## config.mk

```make
export PLATFORM = sky130hd
export DESIGN_NAME = spi_fifo_stat
export DESIGN_NICKNAME = d
export VERILOG_FILES = /design/src/rtl/spi_fifo_stat_pkg.sv /design/src/rtl/spi_fifo_occ.sv /design/src/rtl/spi_irq_sel.sv /design/src/rtl/spi_fifo_stat.sv
export SDC_FILE = /design/constraint.sdc
export NUM_CORES = 1
export LEC_CHECK = 0
export ABC_AREA = 1
export ABC_CLOCK_PERIOD_IN_PS = 2100
export BUFFER_PORTS_ARGS = -buffer_cell sky130_fd_sc_hd__buf_2
export CAP_MARGIN = 5
export CORE_ASPECT_RATIO = 0.7
export CORE_MARGIN = 2
export CORE_UTILIZATION = 50
export DETAILED_ROUTE_END_ITERATION = 10
export GPL_TIMING_DRIVEN = 0
export PLACE_DENSITY = 0.8
export SETUP_SLACK_MARGIN = 0.15
export SLEW_MARGIN = 10
export SYNTH_ARGS = -nofsm -noshare
export SYNTH_HDL_FRONTEND = slang
export SYNTH_SLANG_ARGS = --single-unit
```

## constraint.sdc

```tcl
create_clock -name clk -period 2.1 [get_ports clk]
set_input_delay 0.63 -clock clk [delete_from_list [all_inputs] [get_ports clk]]
set_output_delay 0.63 -clock clk [all_outputs]
set_load 0.02 [all_outputs]
```

## src/rtl/spi_fifo_stat_pkg.sv

```systemverilog
package spi_fifo_stat_pkg;

    typedef enum logic [2:0] {
        IM_RX_DRAINED = 3'd0,
        IM_RX_ANY     = 3'd1,
        IM_RX_3Q      = 3'd2,
        IM_RX_FULL    = 3'd3,
        IM_TX_LOAD    = 3'd4,
        IM_TX_DONE    = 3'd5,
        IM_RX_TXEMPTY = 3'd6,
        IM_TX_FULL    = 3'd7
    } irq_mode_e;

    typedef struct packed {
        logic busy;
        logic ovf;
        logic irq;
    } ctl_s;

endpackage

```

## src/rtl/spi_fifo_occ.sv

```systemverilog
module spi_fifo_occ #(
    parameter int DEPTH = 4,
    parameter int CW    = $clog2(DEPTH + 1)
) (
    input  logic          clk,
    input  logic          rst_n,
    input  logic          clr_i,
    input  logic          push_req_i,
    input  logic          pop_req_i,
    output logic [CW-1:0] cnt_o,
    output logic [CW-1:0] cnt_next_o,
    output logic          push_ok_o,
    output logic          pop_ok_o
);
    localparam logic [CW-1:0] FULL = CW'(DEPTH);

    logic [CW-1:0] cnt_d, cnt_q;

    always_comb begin
        pop_ok_o  = pop_req_i && (cnt_q != '0);
        push_ok_o = push_req_i && ((cnt_q != FULL) || pop_ok_o);
        cnt_d     = cnt_q;
        if (clr_i) begin
            cnt_d = '0;
        end else if (push_ok_o && !pop_ok_o) begin
            cnt_d = cnt_q + CW'(1);
        end else if (pop_ok_o && !push_ok_o) begin
            cnt_d = cnt_q - CW'(1);
        end
    end

    always_ff @(posedge clk or negedge rst_n) begin
        if (!rst_n) cnt_q <= '0;
        else        cnt_q <= cnt_d;
    end

    assign cnt_o      = cnt_q;
    assign cnt_next_o = cnt_d;

endmodule

```

## src/rtl/spi_irq_sel.sv

```systemverilog
module spi_irq_sel
    import spi_fifo_stat_pkg::*;
#(
    parameter int DEPTH = 4,
    parameter int CW    = $clog2(DEPTH + 1)
) (
    input  logic [2:0]    mode_i,
    input  logic [CW-1:0] tx_cnt_i,
    input  logic [CW-1:0] tx_cnt_next_i,
    input  logic [CW-1:0] rx_cnt_i,
    input  logic [CW-1:0] rx_cnt_next_i,
    input  logic          ev_load_i,
    input  logic          ev_done_i,
    input  logic          ev_rx_txempty_i,
    input  logic          ev_drain_i,
    output logic          fire_o
);
    localparam logic [CW-1:0] FULL  = CW'(DEPTH);
    localparam logic [CW-1:0] THR3Q = CW'((3 * DEPTH + 3) / 4);

    irq_mode_e mode;

    always_comb begin
        mode   = irq_mode_e'(mode_i);
        fire_o = 1'b0;
        unique case (mode)
            IM_TX_FULL:    fire_o = (tx_cnt_next_i == FULL) && (tx_cnt_i != FULL);
            IM_RX_TXEMPTY: fire_o = ev_rx_txempty_i;
            IM_TX_DONE:    fire_o = ev_done_i;
            IM_TX_LOAD:    fire_o = ev_load_i;
            IM_RX_FULL:    fire_o = (rx_cnt_next_i == FULL) && (rx_cnt_i != FULL);
            IM_RX_3Q:      fire_o = (rx_cnt_next_i >= THR3Q) && (rx_cnt_i < THR3Q);
            IM_RX_ANY:     fire_o = (rx_cnt_next_i != '0) && (rx_cnt_i == '0);
            IM_RX_DRAINED: fire_o = ev_drain_i;
            default:       fire_o = 1'b0;
        endcase
    end

endmodule

```

## src/rtl/spi_fifo_stat.sv

```systemverilog
module spi_fifo_stat
    import spi_fifo_stat_pkg::*;
#(
    parameter int DEPTH = 4
) (
    input  logic        clk,
    input  logic        rst_n,
    input  logic        enable_i,
    input  logic        stop_idle_i,
    input  logic        idle_i,
    input  logic        master_i,
    input  logic [2:0]  irq_mode_i,
    input  logic        cpu_wr_i,
    input  logic        cpu_rd_i,
    input  logic        shift_in_i,
    input  logic        shift_out_i,
    input  logic        ovf_clr_i,
    output logic [15:0] status_o,
    output logic        irq_o
);
    localparam int CW = $clog2(DEPTH + 1);
    localparam logic [CW-1:0] FULL = CW'(DEPTH);

    ctl_s st_d, st_q;

    logic          run, clr, load_req, fire;
    logic [CW-1:0] tx_cnt, tx_nxt, rx_cnt, rx_nxt;
    logic          tx_push_ok, tx_pop_ok, rx_push_ok, rx_pop_ok;
    logic [2:0]    pend_cnt;

    assign run      = enable_i && !(stop_idle_i && idle_i);
    assign clr      = !enable_i;
    assign load_req = run && !st_q.busy;

    spi_fifo_occ #(.DEPTH(DEPTH), .CW(CW)) tx_occ_i (
        .clk        (clk),
        .rst_n      (rst_n),
        .clr_i      (clr),
        .push_req_i (run && cpu_wr_i),
        .pop_req_i  (load_req),
        .cnt_o      (tx_cnt),
        .cnt_next_o (tx_nxt),
        .push_ok_o  (tx_push_ok),
        .pop_ok_o   (tx_pop_ok)
    );

    spi_fifo_occ #(.DEPTH(DEPTH), .CW(CW)) rx_occ_i (
        .clk        (clk),
        .rst_n      (rst_n),
        .clr_i      (clr),
        .push_req_i (run && shift_in_i),
        .pop_req_i  (run && cpu_rd_i),
        .cnt_o      (rx_cnt),
        .cnt_next_o (rx_nxt),
        .push_ok_o  (rx_push_ok),
        .pop_ok_o   (rx_pop_ok)
    );

    spi_irq_sel #(.DEPTH(DEPTH), .CW(CW)) irq_sel_i (
        .mode_i          (irq_mode_i),
        .tx_cnt_i        (tx_cnt),
        .tx_cnt_next_i   (tx_nxt),
        .rx_cnt_i        (rx_cnt),
        .rx_cnt_next_i   (rx_nxt),
        .ev_load_i       (tx_pop_ok),
        .ev_done_i       (run && shift_out_i && st_q.busy),
        .ev_rx_txempty_i (run && shift_in_i && (tx_cnt == '0)),
        .ev_drain_i      (rx_pop_ok && (rx_nxt == '0)),
        .fire_o          (fire)
    );

    always_comb begin
        st_d = st_q;
        if (!enable_i) begin
            st_d = '0;
        end else if (run) begin
            if (tx_pop_ok)                        st_d.busy = 1'b1;
            else if (shift_out_i)                 st_d.busy = 1'b0;
            if (shift_in_i && !rx_push_ok)        st_d.ovf  = 1'b1;
            else if (ovf_clr_i)                   st_d.ovf  = 1'b0;
            st_d.irq = fire;
        end else begin
            st_d.irq = 1'b0;
        end
    end

    always_ff @(posedge clk or negedge rst_n) begin
        if (!rst_n) st_q <= '0;
        else        st_q <= st_d;
    end

    always_comb begin
        if (master_i) pend_cnt = 3'(tx_cnt) + {2'b00, st_q.busy};
        else          pend_cnt = 3'(rx_cnt);
        status_o = {enable_i, 1'b0, stop_idle_i, 2'b00, pend_cnt,
                    !st_q.busy, st_q.ovf, (rx_cnt == '0), irq_mode_i,
                    (tx_cnt == FULL), (rx_cnt == FULL)};
    end

    assign irq_o = st_q.irq;

    logic unused_ok;
    assign unused_ok = tx_push_ok;

endmodule

```

==> results <==
- The clock passes through at most 2 buffers.
- The critical path ends at status_o[10].
- Across the run, the number of max-cap violations was 0.
- The die covers 2570 sq um.
- The max-slew violation count is 0.
- The number of warnings reported in the yosys synthesis log is 0.
- The total wirelength of the detailed-routed design is 2590 um.
- For the final database, setup skew stands at 0.000658 ns.
- Subtracting the final worst setup slack from the clock period gives 2.08 ns.
- In this run, CTS created clock tree buffers numbering 3.
- The quantity of I/O buffers inserted on ports is 26.
- The combinational family with the most area after synthesis is simple AND/OR/NAND/NOR gates.
- The maximum resistive drop on vdd is 0.462 mV.
- The placed wire-length estimate is 2010 um.
- The number of distinct library cell variants in the gate-level netlist after synthesis is 27.
- The clock reaches the later pin of the worst-skew pair after 0.27 ns.
- The clock tree root buffer cell is sky130_fd_sc_hd__clkbuf_4.
- For this run, the post-layout net count is 215.
- The required time at the endpoint of the critical path is 1.47 ns.
- Compared with the post-synthesis result, the final layout area differs by 27.6%.
- The TritonCTS clock tree is built.
- The depth of the CTS H-tree is 1.
- The area of the core is 2100 sq um.
- The critical path launch point is tx_occ_i.cnt_o[0].
- The flow ran to the end, and the final reports show no timing, DRC or antenna violations.
- The clock net in this run drives a total of 9 sinks.
- The post-synthesis cell area is 1090 sq um.
- For this run, design rule violations remaining after detail routing come to 0.
- Across every metal layer, demand over resource in global routing totals 21.0%.
- The highest attainable clock frequency is 0.481 GHz.
- The synthesized netlist devotes 8.17% of its cell area to compound gates.
- After detailed placement, the total cell area comes to 1250 sq um.
- The startpoint type of the worst setup path is a register.
- The worst hold path belongs to the class input port to async pin.
- The clock transition at the registers of the reported paths is 0.07 ns.
- The routed via count is 1084.
- The critical path in this run is classified as register to primary output.
- Setup repair after global routing could not meet its margin everywhere.
- The post-route cell area is 1390 sq um.
- The average detailed-routed wire length per instance is 12.0 um.
- The I/O pin total is 31.
- After Yosys synthesis, XOR and XNOR cells account for 2.42% of the synthesized area.
- In the layout the commonest cells are sky130_fd_sc_hd__nand2_1, sky130_fd_sc_hd__buf_2, sky130_fd_sc_hd__inv_1.
- The critical path endpoint category is a primary output.
- The final clock period utilization by the worst path is 99.0%.
- The cell count after synthesis is 154.
- The leakage dissipation is 0.793 nW.
- The origin of the critical flop-to-flop path is tx_occ_i.cnt_o[0].
- Setup violations remaining at the end of the flow were counted as 0.
- The sequential share of the synthesized area is 20.7%.
- The power per cell area is 564 nW/um^2.
- The most common library cell in the layout ignoring fill and taps is sky130_fd_sc_hd__nand2_1.
- The last weighted congestion value of the routability-driven placer is 0.853.
- For this run the aggregate overflow at the end of global routing stands at 0.
- The post-route netlist has 44.8% of its cells at a drive strength greater than 1.
- The simple-gate share of the synthesized area is 41.3%.
- After synthesis, the share of cell area in mux cells is 0%.
- The pin count of the biggest net entering global routing is 11.
- The post-route total power is 0.783 mW.
- In this run the remaining antenna-violating nets after routing total 0.
- Once the floorplan was initialized, standard cells occupied 51.7% of the core.
- The first detailed-routing pass ran for 4 iterations.
- The cts-stage hold buffer count is 0.
- For this block, the initial DRC count from the detailed router was 26.
- Data arrives at the worst endpoint at 1.45 ns.
- The final hold violation count is 0.
- The adder-cell share of the synthesized area is 9.21%.
- The ratio of routed vias to standard cells is 5.02.
- Counting cells, the worst reg-to-reg path comes to 15.
- Measured along the y axis, the die boundary spans 43.0 um.
- Dividing the synthesized area by the synthesized cell count gives 7.06 sq um.
- The capture instance of the worst register-to-register path is irq_o.
- The die extent in x is 59.7 um.
- The register bit count reported by yosys is 9.
- The repair_antennas step left the layout with diodes totalling 0.
- The first global-routing pass estimated 4020 um of wire.
- In this run the worst path has a maximum fanout of 3.
- The number of placement rows is 14.
- The number of global-route vias before repair is 953.
- The setup TNS is 0 ns.
- The reg2reg setup slack is 0.26 ns.
- The initial antenna violation count is 0.
[per-layer routing]
metal | up-vias | GRT usage [%] | routed length [um]
met5 | - | 0 | 0
met4 | 0 | 3.56 | 17
met3 | 4 | 7.32 | 199
met2 | 38 | 33.3 | 1220
met1 | 489 | 27.7 | 1160
li1 | 553 | - | -
[cell type report]
type,instances,area (sq um)
multi-input combinational,109,723
fill,185,714
clock buffer,3,22.5
timing repair buffer,32,186
tap,24,30.0
inverter,27,104
sequential,9,226
clock inverter,1,5.00
buffer,11,90.1
[where the power goes]
group          internal (mW)  total (mW)  switching [mW]
Sequential             0.192       0.216          0.0239
Combinational          0.172       0.421           0.249
Clock                 0.0707       0.145          0.0748
Total                  0.435       0.783           0.348
[worst min-delay path by stage]
| stage | startpoint | endpoint | slack, ns |
|---|---|---|---|
| 2_1_floorplan | rst_n | irq_o | 0.33 |
| 3_3_place_gp | rst_n | status_o[6] | 0.49 |
| 3_5_place_dp | rst_n | st_q[2] | 0.49 |
| 4_1_cts | rst_n | tx_occ_i.cnt_o[0] | 0.20 |
| 5_1_grt | rst_n | tx_occ_i.cnt_o[0] | 0.20 |
| 6_report | rst_n | status_o[6] | 0.19 |
[per-stage QoR]
| step | utilization (%) | instances | worst slack [ns] | hold slack [ns] |
|---|---|---|---|---|
| after global placement | 59.7 | 206 | 0.223 | 0.489 |
| after CTS | 63.3 | 212 | 0.0254 | 0.202 |
| after global routing | 66.0 | 216 | -0.0196 | 0.200 |
| after floorplan | - | 156 | 0.240 | 0.334 |
| final | 66.0 | 216 | 0.0204 | 0.194 |
| after detailed placement | 59.7 | 206 | 0.158 | 0.493 |
[cell usage after synthesis (all sizes together)]
master | count | area, sq um
buf | 11 | 90.1
nor2 | 17 | 93.8
o2111a | 1 | 11.3
nand3 | 18 | 115
a21oi | 3 | 15.0
nor3 | 2 | 10.0
dfrtp | 9 | 225
nor4 | 1 | 6.26
a31o | 2 | 17.5
nand2 | 41 | 211
o31ai | 1 | 7.51
ha | 8 | 100
o21ai | 6 | 30.0
nand4 | 2 | 12.5
xnor2 | 3 | 26.3
o211ai | 1 | 7.51
conb | 1 | 3.75
inv | 27 | 104
[state kept, by name, indices dropped and copies added (netlist names)]
name,cells
st_q,1
tx_occ_i.cnt_o,3
rx_occ_i.cnt_o,3
status_o,1
irq_o,1
[what timing repair did]
action	CTS	global route
setup buffers	2	4
gates cloned	0	0
gates resized for setup	11	7
endpoints found under the setup margin	6	7
pin swaps	2	3
[logic make-up (layout without fill, tap and decap cells)]
kind of cell	Yosys count	in the layout
buffers and inverters	38	74
flip-flops	9	9
AND/OR/NAND/NOR	81	81
adder cells (fa/ha/maj)	8	8
other	1	3
XOR/XNOR	3	3
AO/OA/AOI/OAI	14	14
[worst max-delay path, cell delays in order, from the launching register on]
cell and delay, ns:
sky130_fd_sc_hd__dfrtp_1 0.44, sky130_fd_sc_hd__ha_4 0.19, sky130_fd_sc_hd__ha_4 0.15, sky130_fd_sc_hd__xnor2_2 0.12
sky130_fd_sc_hd__a21oi_1 0.12, sky130_fd_sc_hd__buf_4 0.15
No activity file was read; power rests on OpenSTA's default activity.
